[config.mk]
export PLATFORM = sky130hd
export DESIGN_NAME = pfr_recon
export DESIGN_NICKNAME = d
export VERILOG_FILES = /design/src/rtl/pfr_pkg.sv /design/src/rtl/pfr_stamp.sv /design/src/rtl/pfr_track.sv /design/src/rtl/pfr_evbuf.sv /design/src/rtl/pfr_recon.sv
export SDC_FILE = /design/constraint.sdc
export NUM_CORES = 1
export LEC_CHECK = 0
export BUFFER_PORTS_ARGS = -buffer_cell sky130_fd_sc_hd__buf_2
export CAP_MARGIN = 0
export CORE_MARGIN = 2
export CORE_UTILIZATION = 45
export CTS_BUF_LIST = sky130_fd_sc_hd__clkbuf_8
export CTS_CLUSTER_DIAMETER = 40
export DETAILED_ROUTE_END_ITERATION = 7
export PLACE_DENSITY_LB_ADDON = 0.25
export SETUP_SLACK_MARGIN = 0.2
export SLEW_MARGIN = 20
export SYNTH_ARGS = -nofsm -noshare
export SYNTH_HDL_FRONTEND = slang
export SYNTH_SLANG_ARGS = --single-unit
[constraint.sdc]
create_clock -name clk -period 1.68 [get_ports clk]
set_input_delay 0.336 -clock clk [delete_from_list [all_inputs] [get_ports clk]]
set_output_delay 0.336 -clock clk [all_outputs]
set_load 0.005 [all_outputs]
[src/rtl/pfr_pkg.sv]
package pfr_pkg;
  typedef enum logic [1:0] {
    PK_SYNC = 2'd0,
    PK_ATOM = 2'd1,
    PK_ADDR = 2'd2,
    PK_CTX  = 2'd3
  } pkt_kind_e;
endpackage

[src/rtl/pfr_stamp.sv]
module pfr_stamp #(
  parameter int TSW = 16
) (
  input  logic           clk,
  input  logic           rst_n,
  input  logic           cyc_acc,
  input  logic [TSW-1:0] pkt_ts,
  output logic [TSW-1:0] stamp
);
  logic [TSW-1:0] cnt_q;

  always_ff @(posedge clk) begin
    if (!rst_n) cnt_q <= '0;
    else        cnt_q <= cnt_q + 1'b1;
  end

  assign stamp = cyc_acc ? pkt_ts : cnt_q;
endmodule

[src/rtl/pfr_track.sv]
module pfr_track
  import pfr_pkg::*;
#(
  parameter int AW  = 12,
  parameter int BW  = 2,
  parameter int IDW = 6,
  parameter int TSW = 16
) (
  input  logic           clk,
  input  logic           rst_n,
  input  logic           acc,
  input  pkt_kind_e      kind,
  input  logic [AW-1:0]  addr,
  input  logic [AW-1:0]  mask,
  input  logic           taken,
  input  logic [TSW-1:0] stamp,
  input  logic           tbl_hit,
  input  logic [AW-1:0]  tbl_tgt,
  input  logic [AW-1:0]  tbl_wp,
  input  logic           tbl_tp,
  input  logic [IDW-1:0] tbl_id,
  input  logic           slot_free,
  output logic [AW-1:0]  pos,
  output logic [BW-1:0]  bank,
  output logic           busy,
  output logic           synced,
  output logic           err,
  output logic           fire,
  output logic [IDW-1:0] fire_id,
  output logic [TSW-1:0] fire_ts
);
  function automatic logic [AW-1:0] merge_partial(
    input logic [AW-1:0] keep, input logic [AW-1:0] upd, input logic [AW-1:0] sel);
    return (keep & ~sel) | (upd & sel);
  endfunction

  function automatic logic [AW-1:0] step_pos(
    input logic tk, input logic [AW-1:0] tgt, input logic [AW-1:0] wp);
    return tk ? tgt : wp + 1'b1;
  endfunction

  logic [AW-1:0]  base_q, nxt_pos;
  logic [TSW-1:0] ts_q;
  logic           arrive, miss, set_base, chk_done;

  always_comb begin
    arrive   = 1'b0;
    miss     = 1'b0;
    set_base = 1'b0;
    nxt_pos  = pos;
    if (acc) begin
      unique case (kind)
        PK_SYNC: begin
          arrive = 1'b1; set_base = 1'b1; nxt_pos = addr;
        end
        PK_ATOM: if (synced) begin
          if (tbl_hit) begin
            arrive = 1'b1; nxt_pos = step_pos(taken, tbl_tgt, tbl_wp);
          end else begin
            miss = 1'b1;
          end
        end
        PK_ADDR: if (synced) begin
          arrive = 1'b1; set_base = 1'b1; nxt_pos = merge_partial(base_q, addr, mask);
        end
        default: ;
      endcase
    end
  end

  assign fire     = busy && tbl_hit && tbl_tp && slot_free;
  assign chk_done = busy && (!(tbl_hit && tbl_tp) || slot_free);
  assign fire_id  = tbl_id;
  assign fire_ts  = ts_q;

  always_ff @(posedge clk) begin
    if (!rst_n) begin
      pos    <= '0;
      base_q <= '0;
      bank   <= '0;
      busy   <= 1'b0;
      synced <= 1'b0;
      err    <= 1'b0;
      ts_q   <= '0;
    end else begin
      if (arrive) begin
        pos  <= nxt_pos;
        busy <= 1'b1;
        ts_q <= stamp;
      end else if (chk_done) begin
        busy <= 1'b0;
      end
      if (set_base) base_q <= nxt_pos;
      if (acc && kind == PK_CTX) bank <= addr[BW-1:0];
      if (acc && kind == PK_SYNC) synced <= 1'b1;
      else if (miss)              synced <= 1'b0;
      if (miss) err <= 1'b1;
    end
  end
endmodule

[src/rtl/pfr_evbuf.sv]
module pfr_evbuf #(
  parameter int IDW = 6,
  parameter int TSW = 16
) (
  input  logic           clk,
  input  logic           rst_n,
  input  logic           load,
  input  logic [IDW-1:0] in_id,
  input  logic [TSW-1:0] in_ts,
  input  logic           ev_ready,
  output logic           slot_free,
  output logic           ev_valid,
  output logic [IDW-1:0] ev_id,
  output logic [TSW-1:0] ev_ts
);
  assign slot_free = !ev_valid || ev_ready;

  always_ff @(posedge clk) begin
    if (!rst_n) begin
      ev_valid <= 1'b0;
      ev_id    <= '0;
      ev_ts    <= '0;
    end else if (load) begin
      ev_valid <= 1'b1;
      ev_id    <= in_id;
      ev_ts    <= in_ts;
    end else if (ev_ready) begin
      ev_valid <= 1'b0;
    end
  end
endmodule

[src/rtl/pfr_recon.sv]
module pfr_recon
  import pfr_pkg::*;
#(
  parameter int AW    = 12,
  parameter int IDW   = 6,
  parameter int TSW   = 16,
  parameter int BANKS = 4
) (
  input  logic                     clk,
  input  logic                     rst_n,
  input  logic                     pkt_valid,
  output logic                     pkt_ready,
  input  logic [1:0]               pkt_kind,
  input  logic [AW-1:0]            pkt_addr,
  input  logic [AW-1:0]            pkt_mask,
  input  logic                     pkt_taken,
  input  logic [TSW-1:0]           pkt_ts,
  input  logic                     cyc_acc,
  output logic [$clog2(BANKS)-1:0] tbl_bank,
  output logic [AW-1:0]            tbl_addr,
  input  logic                     tbl_hit,
  input  logic [AW-1:0]            tbl_tgt,
  input  logic [AW-1:0]            tbl_wp,
  input  logic                     tbl_tp,
  input  logic [IDW-1:0]           tbl_id,
  output logic                     ev_valid,
  input  logic                     ev_ready,
  output logic [IDW-1:0]           ev_id,
  output logic [TSW-1:0]           ev_ts,
  output logic                     err_flag
);
  localparam int BW = $clog2(BANKS);

  logic           pkt_acc, busy, synced, fire, slot_free;
  logic [TSW-1:0] stamp, fire_ts;
  logic [IDW-1:0] fire_id;

  assign pkt_ready = !busy;
  assign pkt_acc   = pkt_valid && pkt_ready;

  pfr_stamp #(.TSW(TSW)) u_stamp (
    .clk(clk), .rst_n(rst_n), .cyc_acc(cyc_acc), .pkt_ts(pkt_ts), .stamp(stamp)
  );

  pfr_track #(.AW(AW), .BW(BW), .IDW(IDW), .TSW(TSW)) u_track (
    .clk(clk), .rst_n(rst_n), .acc(pkt_acc), .kind(pkt_kind_e'(pkt_kind)),
    .addr(pkt_addr), .mask(pkt_mask), .taken(pkt_taken), .stamp(stamp),
    .tbl_hit(tbl_hit), .tbl_tgt(tbl_tgt), .tbl_wp(tbl_wp), .tbl_tp(tbl_tp),
    .tbl_id(tbl_id), .slot_free(slot_free), .pos(tbl_addr), .bank(tbl_bank),
    .busy(busy), .synced(synced), .err(err_flag), .fire(fire),
    .fire_id(fire_id), .fire_ts(fire_ts)
  );

  pfr_evbuf #(.IDW(IDW), .TSW(TSW)) u_evbuf (
    .clk(clk), .rst_n(rst_n), .load(fire), .in_id(fire_id), .in_ts(fire_ts),
    .ev_ready(ev_ready), .slot_free(slot_free), .ev_valid(ev_valid),
    .ev_id(ev_id), .ev_ts(ev_ts)
  );
endmodule

# == Yosys cells after proc, flatten, opt, wreduce, memory -nomap -nowiden ==
# Index checks and enable logic that the tools add are counted.
# totals
reg_bits,84
inputBits,80
out_inout_bits,39
elab_cells,61
# op_classes
n_addsub,2
n_eq_ne,3
n_mux,24
bitwise_logic,4
reduce_logical,17
# ops
op,count
12-bit 2-to-1 mux,5
12-bit case mux with 3 select lines,1
12-bit bitwise AND,2
"16-bit by 1-bit adder with 16-bit output, second input constant",1
16-bit 2-to-1 mux,1
1-bit 2-to-1 mux,15
"12-bit by 1-bit adder with 12-bit output, second input constant",1
12-bit inverter,1
12-bit bitwise OR,1
1-bit logical AND,8
2-bit nonzero test,3
"2-bit == test, second input constant",2
1-bit logical NOT,3
1-bit case mux with 3 select lines,1
"2-bit by 1-bit == test with 1-bit output, second input constant",1
2-bit logical NOT,1
1-bit logical OR,2
1-bit case mux with 2 select lines,1

# == Depth between registers and ports, before layout ==
# depth
word_depth,6
depth_mapped,7
ltp_nobuf,6

# == Hierarchy ==
# From an unflattened synthesis, not the netlist that was laid out.
# hier_totals
hier_cells,514
area_unflattened_um2,4468.0
# modules_own_cells
mod,instances,cells_each,area_each_um2,seq_area_each_um2
pfr_track,1,342,2656.3,900.9
pfr_stamp,1,95,907.1,320.3
pfr_evbuf,1,75,894.6,460.4
pfr_recon,1,2,10.0,0.0

# == Worst setup path before layout ==
# OpenSTA, ideal clock, no wires.
# synth_timing
path_type,input -> register
from,input pkt_kind[0]
to,register u_track.base_q[2]
setup_time_ns,0.115
arrival_ns,1.281
required_ns,1.565
slack_ns,0.284
path_stages,6
path_cell_list,buf_2 nor3b_1 nand2_1 nand2_1 o21ai_0 and2_1
# synth_between
elab_chain_cells,3
elab_cells_between_ends,7
classes_between,2 x eq/ne; 4 x mux; 1 x reduce/logical
# synth_lines
item,line,text
"start, declared",pfr_recon.sv:13,"input logic [1:0] pkt_kind,"
2-bit == test (tied with other cells),pfr_track.sv:52,unique case (kind)
12-bit case mux with 3 select lines / 1-bit case mux with 2 select lines (equally long branches),pfr_track.sv:52,
12-bit 2-to-1 mux / 1-bit 2-to-1 mux (equally long branches),pfr_track.sv:51,if (acc) begin
"end signal, assigned",pfr_track.sv:93,if (set_base) base_q <= nxt_pos;
"end, declared",pfr_track.sv:42,"logic [AW-1:0] base_q, nxt_pos;"
# Several ways; a longest one is shown, not always the timed one.
# A chain may end at the register's enable or synchronous reset.

# == Worst setup path in the final report ==
# layout_timing
from,register u_track.synced
to,register u_track.base_q[7]
# layout_between
elab_chain_cells,3
elab_cells_between_ends,7
classes_between,7 x mux
# layout_lines
item,line,text
"start, declared",pfr_track.sv:26,"output logic synced,"
"start signal, assigned",pfr_track.sv:82,synced <= 1'b0;
"start signal, assigned",pfr_track.sv:95,if (acc && kind == PK_SYNC) synced <= 1'b1;
"start signal, assigned",pfr_track.sv:96,else if (miss) synced <= 1'b0;
12-bit 2-to-1 mux (tied with other cells),pfr_track.sv:63,PK_ADDR: if (synced) begin
12-bit case mux with 3 select lines / 1-bit case mux with 2 select lines (equally long branches),pfr_track.sv:52,
12-bit 2-to-1 mux / 1-bit 2-to-1 mux (equally long branches),pfr_track.sv:51,
# Several ways; a longest one is shown, not always the timed one.

==> run_results.csv <==
group,metric,value,unit
clocking,clkTransAtPathRegs,0.09,ns
synthesis,yosysTopAreaCell,"dfxtp_1",
power,powerDensity,794.0,nW/um^2
detailed_routing,vias_per_cell,5.269,
sta,period_needed,1.463,ns
placement,port_buffers,118,
power,p_switching,0.001187,W
floorplanning,die_h,100.2,um
finish,multi_input_area,2333,um^2
finish,fin_nets,710,
clocking,htree_levels,3,
power,p_seq_share,49.5,%
synthesis,synth.area.top_cells,"dfxtp_1 (40%), nand2_1 (6.7%), a21oi_1 (6.0%)",
clocking,tritoncts,"built",
finish,final_cell_mix,"buf_2 (118), dfxtp_1 (77), nand2_1 (73)",
global_route,first_global_vias,3531,
placement,dp_hpwl,8176,um
sta,maxSlewViolCount,0,
sta,period_share,87.07,%
synthesis,synth.area.mux_share,5.559,%
power,p_comb_share,13.9,%
power,switching_share,27.97,%
detailed_routing,wl,10700,um
floorplanning,ios,119,
floorplanning,fp.coreArea,9109,um^2
detailed_routing,ant_nets,0,
worst_setup_path,cp_max_fo,12,
power,p_leak,2.222,nW
worst_setup_path,worstPathCellList,"buf_12 -> nand2b_1 -> o22ai_1 -> nor3_1 -> nand2_1 -> a21oi_1",
hold_path,hold_class,"in2reg",
placement,gp_congestion,0.9391,
outcome,outcome,"complete, no violations",
synthesis,synthAdderAreaFrac,0.6010,%
synthesis,postSynthAreaPerCell,8.378,um^2
detailed_routing,num_vias,3920,
finish,regArea,1703,um^2
synthesis,syn_area,4164,um^2
detailed_routing,post_drt_wl_per_cell,14.38,um
synthesis,synth_top_cell_area_share,40.38,%
synthesis,synth_edf_count,0,
floorplanning,rows,35,
sta,setup_slack,0.2173,ns
synthesis,ys_seq_area_share,40.38,%
sta,final.setup_skew,0.01873,ns
power,peakVddDrop,0.0004811,V
run,drv_cap,0,
worst_setup_path,crit_family,"simple AND/OR/NAND/NOR gates",
synthesis,ys_async_sr_fraction,0,%
synthesis,syn_inst,497,
detailed_routing,drtIter0Drc,154,
power,power,0.004244,W
finish,drive_gt1_share,33.33,%
clocking,cts_hold_buf,0,
worst_setup_path,cp-start-kind,"flop",
worst_setup_path,cp-end-kind,"flop",
sta,rsz0062_at_grt,"true",
finish,areaGrowthSynthToFinish,28.37,%
global_route,grt_usage,21.44,%
clocking,insertion_delay,0.37,ns
sta,hold_viol,0,
clocking,clock_tree.buffer_depth,2,
synthesis,synth_cell_types,54,
power,p_int,0.003057,W
global_route,grt_max_degree,46,
clocking,clock-root-buffer,"clkbuf_8",
worst_setup_path,crit_type,"reg2reg",
synthesis,yosys_most_used_dff,"dfxtp_1",
worst_setup_path,critical_path_required,1.97,ns
floorplanning,dieWidth,100.2,um
finish,final_common_cell,"buf_2",
synthesis,syn-num-nets,579,
synthesis,ys_warn_count,0,
global_route,grt-ovfl-total,0,
worst_setup_path,worst_ep_arrival_time,1.76,ns
finish,nFillCells,843,
clocking,cts-buffers-inserted,9,
detailed_routing,drc,0,
clocking,cts.sinks,84,
worst_setup_path,path_buf_inv,1,
placement,place_ws,-0.08224,ns
synthesis,yosys.area_share.simple,22.57,%
sta,worst_pin_slew,0.4910,ns
sta,setup_viol,0,
synthesis,synth_top_family_by_area,"simple AND/OR/NAND/NOR gates",
power,p_clk_share,36.5,%
sta,slew_headroom,67.27,%
worst_setup_path,max_stage_delay,0.38,ns
synthesis,synth_compound_area_share,21.30,%
synthesis,synth_xor_area_share,4.417,%
global_route,antenna_found_initial,0,
floorplanning,die_area,10040,um^2
sta,max_clock_freq,0.6836,GHz
finish,antenna_cells,0,
global_route,grt_pass1_wl,17190,um
worst_setup_path,cp_slowest_cell,"dfxtp_4",
floorplanning,start_util,45.71,%
synthesis,synth_seq_cells,84,
detailed_routing,drtPass1Iterations,4,
-- flip-flops by register name, indices dropped and copies added, names as in the netlist --
name and count:
u_evbuf.ev_ts 16, u_track.err 1, u_track.bank 2, u_track.base_q 12
u_track.synced 1, u_evbuf.ev_valid 1, u_track.pos 12, u_stamp.cnt_q 16
u_track.busy 1, u_track.fire_ts 16, u_evbuf.ev_id 6
-- kinds of logic (layout without fill, tap and decap cells) --
logic type,Yosys count,after routing
mux,23,23
buf+inv,43,179
xor+xnor,21,21
flops,84,84
fa+ha+maj,2,2
compound gates,131,131
simple gates,193,193
-- power groups by stage --
stage                     Combinational, W  Sequential [W]  Clock (W)
after floorplan                   0.000334         0.00214          0
after global placement            0.000559         0.00215          0
after detailed placement          0.000569         0.00215          0
after CTS                         0.000578         0.00210    0.00158
after global routing              0.000652         0.00211    0.00168
final                             0.000592         0.00210    0.00155
-- per-layer routing --
layer  vias up  GRT usage [%]  share of wire [%]
met2       142          32.83                 44
met5         -              0                  0
met4         0          5.479               0.94
met1      1769          30.98                 49
li1       2000              -                  -
met3         9          4.318                6.2
-- synth_stat cells, types with 10 or more instances --
cell       n
dfxtp_1   84
nand2_1   74
nor2_1    53
a21oi_1   50
o21ai_0   23
mux2i_1   22
a211oi_2  14
buf_2     13
inv_1     13
nand3_1   12
xnor2_1   12
clkbuf_1  10
-- metrics by stage --
step	hold slack (ns)	setup TNS [ns]	instance area (um^2)	instances	util, %
final	0.2119	0	5345	744	58.68
after detailed placement	0.4441	-0.09769	4995	722	54.84
after floorplan	0.4251	0	4164	497	-
after global routing	0.2087	0	5345	744	58.68
after global placement	0.4336	-0.03150	4995	722	54.84
after CTS	0.1980	0	5243	739	57.55
-- path summary, 6_finish.rpt --
kind                            slack [ns]               start  depth (start not counted)                 to
worst max register to register        0.22      u_track.synced                          6  u_track.base_q[7]
worst min register to register        0.44  u_track.fire_ts[9]                          2   u_evbuf.ev_ts[9]
worst min-delay path                  0.21           tbl_id[4]                          3   u_evbuf.ev_id[4]
worst max-delay path                  0.22      u_track.synced                          6  u_track.base_q[7]
-- cell type report --
cell class | instances | area share [%]
multi-input cells | 370 | 43.66
repair buffers | 149 | 16.88
clock buffers | 9 | 2.317
inverters | 14 | 0.9831
well taps | 111 | 2.598
flip-flops and latches | 84 | 31.86
clock inverters | 7 | 1.709
-- timing repair --
action	4_1_cts	5_1_grt
gates cloned	0	0
buffers inserted	1	5
pin swaps	2	6
endpoints found under the setup margin	33	64
resized for setup	10	21
-- worst min-delay path, cell delays in order --
cell and delay [ns]:
buf_2 0.10, nand2_1 0.05, a21oi_1 0.05
Power figures use the tool's default switching activity.
